--- config.mk ---
export PLATFORM = sky130hd
export DESIGN_NAME = pwm_sample_sync
export DESIGN_NICKNAME = d
export VERILOG_FILES = /design/src/rtl/pwm_ss_pkg.sv /design/src/rtl/pwm_timebase.sv /design/src/rtl/pwm_duty_ctrl.sv /design/src/rtl/pwm_trig_gen.sv /design/src/rtl/pwm_sample_sync.sv
export SDC_FILE = /design/constraint.sdc
export NUM_CORES = 1
export LEC_CHECK = 0
export ABC_AREA = 1
export CORE_ASPECT_RATIO = 0.6
export CORE_MARGIN = 2
export CORE_UTILIZATION = 50
export DETAILED_ROUTE_END_ITERATION = 6
export DONT_BUFFER_PORTS = 1
export GPL_TIMING_DRIVEN = 0
export SKIP_CTS_REPAIR_TIMING = 1
export SLEW_MARGIN = 20
export SYNTH_ARGS = -nofsm -noshare
export SYNTH_HDL_FRONTEND = slang
export SYNTH_SLANG_ARGS = --single-unit
--- constraint.sdc ---
create_clock -name clk -period 10.2 [get_ports clk]
set_clock_uncertainty 0.05 [all_clocks]
set_input_delay 1.02 -clock clk [delete_from_list [all_inputs] [get_ports clk]]
set_output_delay 1.02 -clock clk [all_outputs]
set_load 0.05 [all_outputs]
--- src/rtl/pwm_ss_pkg.sv ---
package pwm_ss_pkg;

  typedef enum logic {
    TRIG_ON_MID  = 1'b0,
    TRIG_OFF_MID = 1'b1
  } trig_pos_e;

endpackage

--- src/rtl/pwm_timebase.sv ---
module pwm_timebase #(
  parameter int CW = 16
) (
  input  logic          clk,
  input  logic          rst_n,
  input  logic [CW-1:0] cfg_period,
  output logic [CW-1:0] cnt_q,
  output logic [CW-1:0] cnt_d,
  output logic [CW-1:0] per_d,
  output logic          wrap
);

  logic [CW-1:0] per_q;

  // last count of the cycle; a zero period (reset value) restarts at once
  always_comb begin
    wrap  = ({1'b0, cnt_q} + (CW+1)'(1)) >= {1'b0, per_q};
    cnt_d = wrap ? '0 : cnt_q + CW'(1);
    per_d = wrap ? cfg_period : per_q;
  end

  always_ff @(posedge clk or negedge rst_n) begin
    if (!rst_n) begin
      cnt_q <= '0;
      per_q <= '0;
    end else begin
      cnt_q <= cnt_d;
      per_q <= per_d;
    end
  end

endmodule

--- src/rtl/pwm_duty_ctrl.sv ---
module pwm_duty_ctrl #(
  parameter int CW = 16
) (
  input  logic          clk,
  input  logic          rst_n,
  input  logic          wrap,
  input  logic [CW-1:0] cnt_q,
  input  logic [CW-1:0] cfg_period,
  input  logic [CW-1:0] cfg_min_on,
  input  logic          cfg_imm,
  input  logic          wr_en,
  input  logic [CW-1:0] wr_data,
  output logic [CW-1:0] duty_d
);

  logic [CW-1:0] pend_q, pend_d;
  logic [CW-1:0] duty_q;
  logic [CW-1:0] ceil_v, floor_v, clamped;
  logic          live;

  always_comb begin
    ceil_v  = (cfg_period == '0) ? '0 : cfg_period - CW'(1);
    floor_v = (wr_data < cfg_min_on) ? cfg_min_on : wr_data;
    clamped = (floor_v > ceil_v) ? ceil_v : floor_v;
  end

  // output still in its high phase: the falling edge is yet to come
  assign live = cnt_q < duty_q;

  always_comb begin
    pend_d = wr_en ? clamped : pend_q;
    if (wrap)
      duty_d = pend_d;
    else if (cfg_imm && wr_en && live)
      duty_d = clamped;
    else
      duty_d = duty_q;
  end

  always_ff @(posedge clk or negedge rst_n) begin
    if (!rst_n) begin
      pend_q <= '0;
      duty_q <= '0;
    end else begin
      pend_q <= pend_d;
      duty_q <= duty_d;
    end
  end

endmodule

--- src/rtl/pwm_trig_gen.sv ---
module pwm_trig_gen
  import pwm_ss_pkg::*;
#(
  parameter int CW = 16
) (
  input  logic          clk,
  input  logic          rst_n,
  input  logic          wrap,
  input  logic [CW-1:0] cnt_d,
  input  logic [CW-1:0] duty_d,
  input  logic [CW-1:0] per_d,
  input  logic          cfg_trig_sel,
  output logic          trig_q,
  output logic          irq_q
);

  trig_pos_e     sel_q, sel_d;
  logic [CW-1:0] tp_d;
  logic          fired_q, fired_d, fire;

  always_comb begin
    sel_d = wrap ? trig_pos_e'(cfg_trig_sel) : sel_q;
    if (sel_d == TRIG_ON_MID)
      tp_d = duty_d >> 1;
    else if (per_d > duty_d)
      tp_d = duty_d + ((per_d - duty_d) >> 1);
    else
      tp_d = duty_d;
    fire    = (cnt_d == tp_d) && !(fired_q && !wrap);
    fired_d = wrap ? fire : (fired_q | fire);
  end

  always_ff @(posedge clk or negedge rst_n) begin
    if (!rst_n) begin
      sel_q   <= TRIG_ON_MID;
      fired_q <= 1'b0;
      trig_q  <= 1'b0;
      irq_q   <= 1'b0;
    end else begin
      sel_q   <= sel_d;
      fired_q <= fired_d;
      trig_q  <= fire;
      irq_q   <= trig_q;
    end
  end

endmodule

--- src/rtl/pwm_sample_sync.sv ---
module pwm_sample_sync #(
  parameter int CW = 16
) (
  input  logic          clk,
  input  logic          rst_n,
  input  logic [CW-1:0] cfg_period,
  input  logic [CW-1:0] cfg_min_on,
  input  logic          cfg_imm,
  input  logic          cfg_trig_sel,
  input  logic          duty_wr,
  input  logic [CW-1:0] duty_data,
  output logic          pwm_out,
  output logic          adc_trig,
  output logic          cmp_irq
);

  logic [CW-1:0] cnt_q, cnt_d, per_d, duty_d;
  logic          wrap;
  logic          pwm_d, pwm_q;

  pwm_timebase #(.CW(CW)) u_tb (
    .clk        (clk),
    .rst_n      (rst_n),
    .cfg_period (cfg_period),
    .cnt_q      (cnt_q),
    .cnt_d      (cnt_d),
    .per_d      (per_d),
    .wrap       (wrap)
  );

  pwm_duty_ctrl #(.CW(CW)) u_duty (
    .clk        (clk),
    .rst_n      (rst_n),
    .wrap       (wrap),
    .cnt_q      (cnt_q),
    .cfg_period (cfg_period),
    .cfg_min_on (cfg_min_on),
    .cfg_imm    (cfg_imm),
    .wr_en      (duty_wr),
    .wr_data    (duty_data),
    .duty_d     (duty_d)
  );

  pwm_trig_gen #(.CW(CW)) u_trig (
    .clk          (clk),
    .rst_n        (rst_n),
    .wrap         (wrap),
    .cnt_d        (cnt_d),
    .duty_d       (duty_d),
    .per_d        (per_d),
    .cfg_trig_sel (cfg_trig_sel),
    .trig_q       (adc_trig),
    .irq_q        (cmp_irq)
  );

  assign pwm_d = cnt_d < duty_d;

  always_ff @(posedge clk or negedge rst_n) begin
    if (!rst_n) pwm_q <= 1'b0;
    else        pwm_q <= pwm_d;
  end

  assign pwm_out = pwm_q;

endmodule

# Word-level counts from Yosys, hierarchy flattened
# Index checks and enable logic that the tools add are counted.
# op_classes
add_sub_neg	5
n_mul	0
n_div	0
order_cmp	6
eq_ne	1
shift	0
mux	12
n_bitwise	1
n_reduce_logical	7
# op_table
operator	n
$mux 16	10
$lt 16x16->1	3
$gt 16x16->1	2
$add 16x1->17 const B	1
$ge 17x16->1	1
$add 16x1->16 const B	1
$add 16x15->16	1
$eq 16x16->1	1
$logic_not 16->1	1
$sub 16x1->16 const B	1
$sub 16x16->16	1
$logic_and 1x1->1	4
$logic_not 1->1	2
$mux 1	2
$or 1x1->1	1
# totals
reg_bits	69
latchBits	0
mem_bits_rw	0
mem_bits_ro	0
wordCells	41
n_memories	0

# Longest topological paths before layout
# depth
ltp_word	14
ltp_mapped	60
ltp_nobuf	58

# Cells and area by module
# From an unflattened synthesis, not the netlist that was laid out.
# unflattened
hier_cells	1372
hier_area_um2	8894.8
# by_module_without_submodules
mod	instances	cells_per_inst	area_per_inst_um2	seq_area_each_um2
pwm_duty_ctrl	1	564	3761.1	800.8
pwm_trig_gen	1	487	2650.0	100.1
pwm_timebase	1	254	2059.5	800.8
pwm_sample_sync	1	67	424.2	25.0

# Worst setup path after synthesis
# OpenSTA, ideal clock, no wires.
# synth_path
kind	input -> register
from	in cfg_min_on[9]
to	reg u_trig.fired_q
setup_ps	76
t_arrival_ps	7358
required_ps	10074
setup_slack_ps	2715
stages	54
cell_sequence	inv_1 -> ha_1 -> nand2_1 -> inv_1 -> o21ai_0 -> a21oi_1 -> nor2_2 -> nand2_2 -> buf_2 -> nand2_1 -> nand2_1 -> ha_1 -> nand2_1 -> inv_1 -> o21ai_0 -> a21oi_1 -> nor2_1 -> nand2_1 -> (+18 left out) -> xnor2_1 -> inv_1 -> ha_1 -> nand2_1 -> nor2_1 -> nand3_1 -> nand3_1 -> a21oi_1 -> o21ai_0 -> nand2_1 -> a21oi_1 -> nand3b_1 -> nand3_1 -> nand2_1 -> nand2_1 -> nor2_1 -> nand3_1 -> o21ai_1
# synth_via
elab_chain_cells	14
word_cells_on_any_way	16
# synth_lines
element	line	rtl
start, declared	pwm_sample_sync.sv:7	input logic [CW-1:0] cfg_min_on,
$lt 16x16->1	pwm_duty_ctrl.sv:23	floor_v = (wr_data < cfg_min_on) ? cfg_min_on : wr_data;
$mux 16 *	pwm_duty_ctrl.sv:23	
$gt 16x16->1	pwm_duty_ctrl.sv:24	clamped = (floor_v > ceil_v) ? ceil_v : floor_v;
$mux 16 *	pwm_duty_ctrl.sv:24	
$mux 16 *	pwm_duty_ctrl.sv:31	pend_d = wr_en ? clamped : pend_q;
net u_duty.pend_d[3]	pwm_duty_ctrl.sv:16	logic [CW-1:0] pend_q, pend_d;
$mux 16 *	pwm_duty_ctrl.sv:32	if (wrap)
net duty_d[3]	pwm_sample_sync.sv:17	logic [CW-1:0] cnt_q, cnt_d, per_d, duty_d;
$sub 16x16->16	pwm_trig_gen.sv:26	tp_d = duty_d + ((per_d - duty_d) >> 1);
$add 16x15->16	pwm_trig_gen.sv:26	
$mux 16	pwm_trig_gen.sv:25	else if (per_d > duty_d)
$mux 16 *	pwm_trig_gen.sv:23	if (sel_d == TRIG_ON_MID)
$eq 16x16->1 *	pwm_trig_gen.sv:29	fire = (cnt_d == tp_d) && !(fired_q && !wrap);
$logic_and 1x1->1 *	pwm_trig_gen.sv:29	
$or 1x1->1	pwm_trig_gen.sv:30	fired_d = wrap ? fire : (fired_q | fire);
$mux 1 *	pwm_trig_gen.sv:30	
net u_trig.fired_d	pwm_trig_gen.sv:19	logic fired_q, fired_d, fire;
end signal, assigned	pwm_trig_gen.sv:41	fired_q <= fired_d;
end, declared	pwm_trig_gen.sv:19	
# The timed path passes the listed nets; every way through them passes the cells marked *.

# Final worst setup path
# Ends and elaborated chain as after synthesis.

==> results.md <==
- Routed WL: 26090 microns
- FF-to-FF End: u_trig.fired_q$_DFF_PN0_
- Distinct cells, synth: 42
- Detail Placement HPWL: 21840 microns
- Flop and latch count out of synthesis: 69
- Top cell type's share of synthesized area: 21.44%
- CTS root buffer: clkbuf_16
- Sw Share: 45.53%
- Initial antenna violation count: 0
- Mean Syn Cell Area: 6.419 sq um
- CTS tree: built
- I/O Pins: 56
- Crit Reg-Reg Startpoint: u_tb.cnt_q[0]$_DFF_PN0_
- Worst path slowest cell: ha_1
- Max-Slew Margin vs Limit: 53.39%
- Largest area contributor in the netlist: dfrtp_1
- Min-Delay Path Class: in2async
- CP max FO: 10
- Clock power frac: 22.2%
- Adder-cell share of the synthesized area: 17.74%
- Final setup fails: 0
- PwrDens: 164.0 nW/um^2
- Layout cells sized above 1: 4.563%
- Post-synthesis mux area share: 0%
- GPL Wtd Cong: 0.9415
- Finished Layout Cells: 1474
- Hold_ws: 0.3177 ns
- Antenna Cells: 0
- Final Max Tran Viols: 0
- Area of the core: 15550 sq um
- Via density: 5.474
- 1st-iter DRT viols: 808
- Top FF cell, synth: dfrtp_1
- Post-route cell area: 8622 sq um
- DRC errors left: 0
- Die height: 102.3 microns
- Initial Utilization: 51.81%
- Worst skew pair latency: 0.34 ns
- Crit path time final: 9.722 ns
- Vias: 8069
- R2r worst-path depth: 47
- Mapped Area: 8055 sq um
- Crit path launch: cfg_min_on[9]
- Cell row count: 35
- Dpl cell area: 8309 sq um
- Most numerous cell in the Yosys netlist: nand2_1
- Dpl cells: 1458
- Logic pwr share: 55.5%
- Largest family of logic cells by synthesized area: simple AND/OR/NAND/NOR gates
- Critical Path AT: 9.94 ns
- Cts bufs inserted: 9
- Critical Path Sink: u_trig.fired_q$_DFF_PN0_
- Max Cap Violations: 0
- Clk buf depth: 2
- TritonRoute pass-1 iters: 6
- Worst ir drop on vdd: 0.09730 mV
- Internal power: 770.1 uW
- Nature of the critical path endpoint: flip-flop
- Clock Pin Slew Worst Setup and Hold Paths: 0.06 ns
- Post-route antenna net violation count: 0
- Vias in the first global route: 7384
- Simple-gate area share of the yosys netlist: 37.45%
- RSZ-0062 raised after global routing: false
- Post-synth EDFFs: 0
- Mapped Cells: 1255
- Seq pwr share: 22.3%
- Die area: 17170 sq um
- Crit-path most repeated cell: nand2_1
- Startpoint Class: input pin
- Clock sink total: 69
- Area delta synth->final: 7.036%
- CP Data Required Time: 10.41 ns
- Top cells by area, synth: dfrtp_1, nand2_1, ha_1, nand3_1, inv_1
- Largest net degree at the start of global routing: 70
- Compound-gate portion of the synthesized area: 9.180%
- Slowest Stage Delay on Critical Path: 0.37 ns
- Worst Max-Slew Pin Slew: 0.6991 ns
- Nets: 1432
- Xor/xnor share of the synthesized area: 4.349%
- FF-to-FF setup slack: 0.85 ns
- WL/cell: 17.70 microns
- Final hold vios: 0
- Share of the clock period used by the worst path: 95.31%
- Leakage: 0.004722 uW
- H-tree depth: 3
- Port bufs: 0
- Top cells by instance count after synthesis: nand2_1, inv_1, nand3_1, ha_1, nor2_1
- First-pass GRT wire length: 41030 microns
- Switching pwr: 643.6 uW
- Crit path kind: in2reg
- Die Wd: 167.9 microns
- Grt ovf: 0
- Syn nets: 1421
- Fmax: 0.1029 GHz
- Status: finished clean
- Seq/Total Area, Yosys: 21.44%
- Yosys Warn Count: 0
- Ys async rst share: 100.0%
- Total Routing Usage GR: 31.62%
- Fill cells: 1573
-- kinds of logic after synthesis --
| logic type | count (synthesis) |
|---|---|
| AOI/OAI and AO/OA | 135 |
| buffers and inverters | 200 |
| and+or+nand+nor | 698 |
| xor gates and xnor gates | 40 |
| adders and majority gates | 113 |
| DFF | 69 |
-- layout make-up --
type	instances	area, sq um	area share (%)
Clock inverter	6	63.81	0.7401
Multi-Input combinational cell	986	5552	64.39
Sequential cell	69	1727	20.03
Buffer	25	136.4	1.582
Inverter	175	660.6	7.662
Clock buffer	10	229.0	2.656
Tap cell	203	254.0	2.946
-- critical path, delay by kind of cell --
kind / cells / cell delay (ns)
AO/OA/AOI/OAI: 13 / 2.42
AND/OR/NAND/NOR: 28 / 3.95
XOR/XNOR: 1 / 0.16
buffers and inverters: 8 / 1.04
adder cells (fa/ha/maj): 4 / 1.31
-- metal layers --
layer  global-route usage (%)  part of all wire [%]
met3                    7.126                   9.4
met2                    42.43                    36
met5                        0                     0
met1                    50.84                    54
met4                    5.151                   1.2
-- per-stage QoR --
step | setup slack, ns | total power, uW | util (%) | TNS (ns)
2_1_floorplan | 2.715 | 896.7 | - | 0
3_5_place_dp | -0.007747 | 1084 | 53.45 | -0.007747
4_1_cts | 0.2987 | 1404 | 55.33 | 0
5_1_grt | 0.01242 | 1534 | 55.46 | 0
6_report | 0.4783 | 1414 | 55.46 | 0
3_3_place_gp | -0.03315 | 1080 | 53.45 | -0.05139
-- sequential cells by signal, indices dropped and copies added (netlist names) --
| signal | flops |
|---|---|
| pwm_out | 1 |
| u_duty.duty_q | 16 |
| u_duty.pend_q | 16 |
| u_tb.cnt_q | 16 |
| u_tb.per_q | 16 |
| u_trig.fired_q | 1 |
| u_trig.irq_q | 1 |
| u_trig.sel_q | 1 |
| u_trig.trig_q | 1 |
-- layout by cell type (no fill, tap or decap), types with 2 or more instances in the layout --
cell,count
a211oi_1,2
a21oi_1,72
and2_1,2
buf_1,4
buf_2,10
buf_4,2
buf_6,3
clkbuf_1,7
clkbuf_16,9
clkinv_2,2
clkinvlp_4,3
dfrtp_1,69
fa_1,2
ha_1,111
inv_1,171
inv_2,3
nand2_1,385
nand2_2,6
nand3_1,161
nand3b_1,7
nand4_1,19
nor2_1,82
nor2_2,5
nor2_4,2
nor3_1,11
nor3_2,2
nor3b_1,2
nor4_1,6
o211ai_1,3
o21a_1,4
o21ai_0,40
o21bai_1,4
o221ai_1,2
o31ai_1,3
or2_2,5
xnor2_1,15
xor2_1,25
-- power groups by stage --
stage | combinational (uW) | clock (uW) | sequential [uW]
global route | 886 | 329 | 318
CTS | 771 | 318 | 315
global placement | 761 | 0 | 319
detailed placement | 765 | 0 | 320
finish | 785 | 313 | 316
floorplan | 581 | 0 | 316
-- worst min-delay path by stage --
stage	start	end	slack, ns	depth (start not counted)
after floorplan	u_duty.pend_q[0]$_DFF_PN0_	u_duty.pend_q[0]$_DFF_PN0_	0.39	2
after global placement	u_duty.pend_q[7]$_DFF_PN0_	u_duty.pend_q[7]$_DFF_PN0_	0.41	2
after detailed placement	u_duty.pend_q[5]$_DFF_PN0_	u_duty.pend_q[5]$_DFF_PN0_	0.42	2
after CTS	rst_n	u_duty.pend_q[13]$_DFF_PN0_	0.31	0
after global routing	rst_n	u_duty.pend_q[13]$_DFF_PN0_	0.31	0
final	rst_n	u_duty.pend_q[14]$_DFF_PN0_	0.32	0
Note: power is estimated with default switching activity, not from simulation.
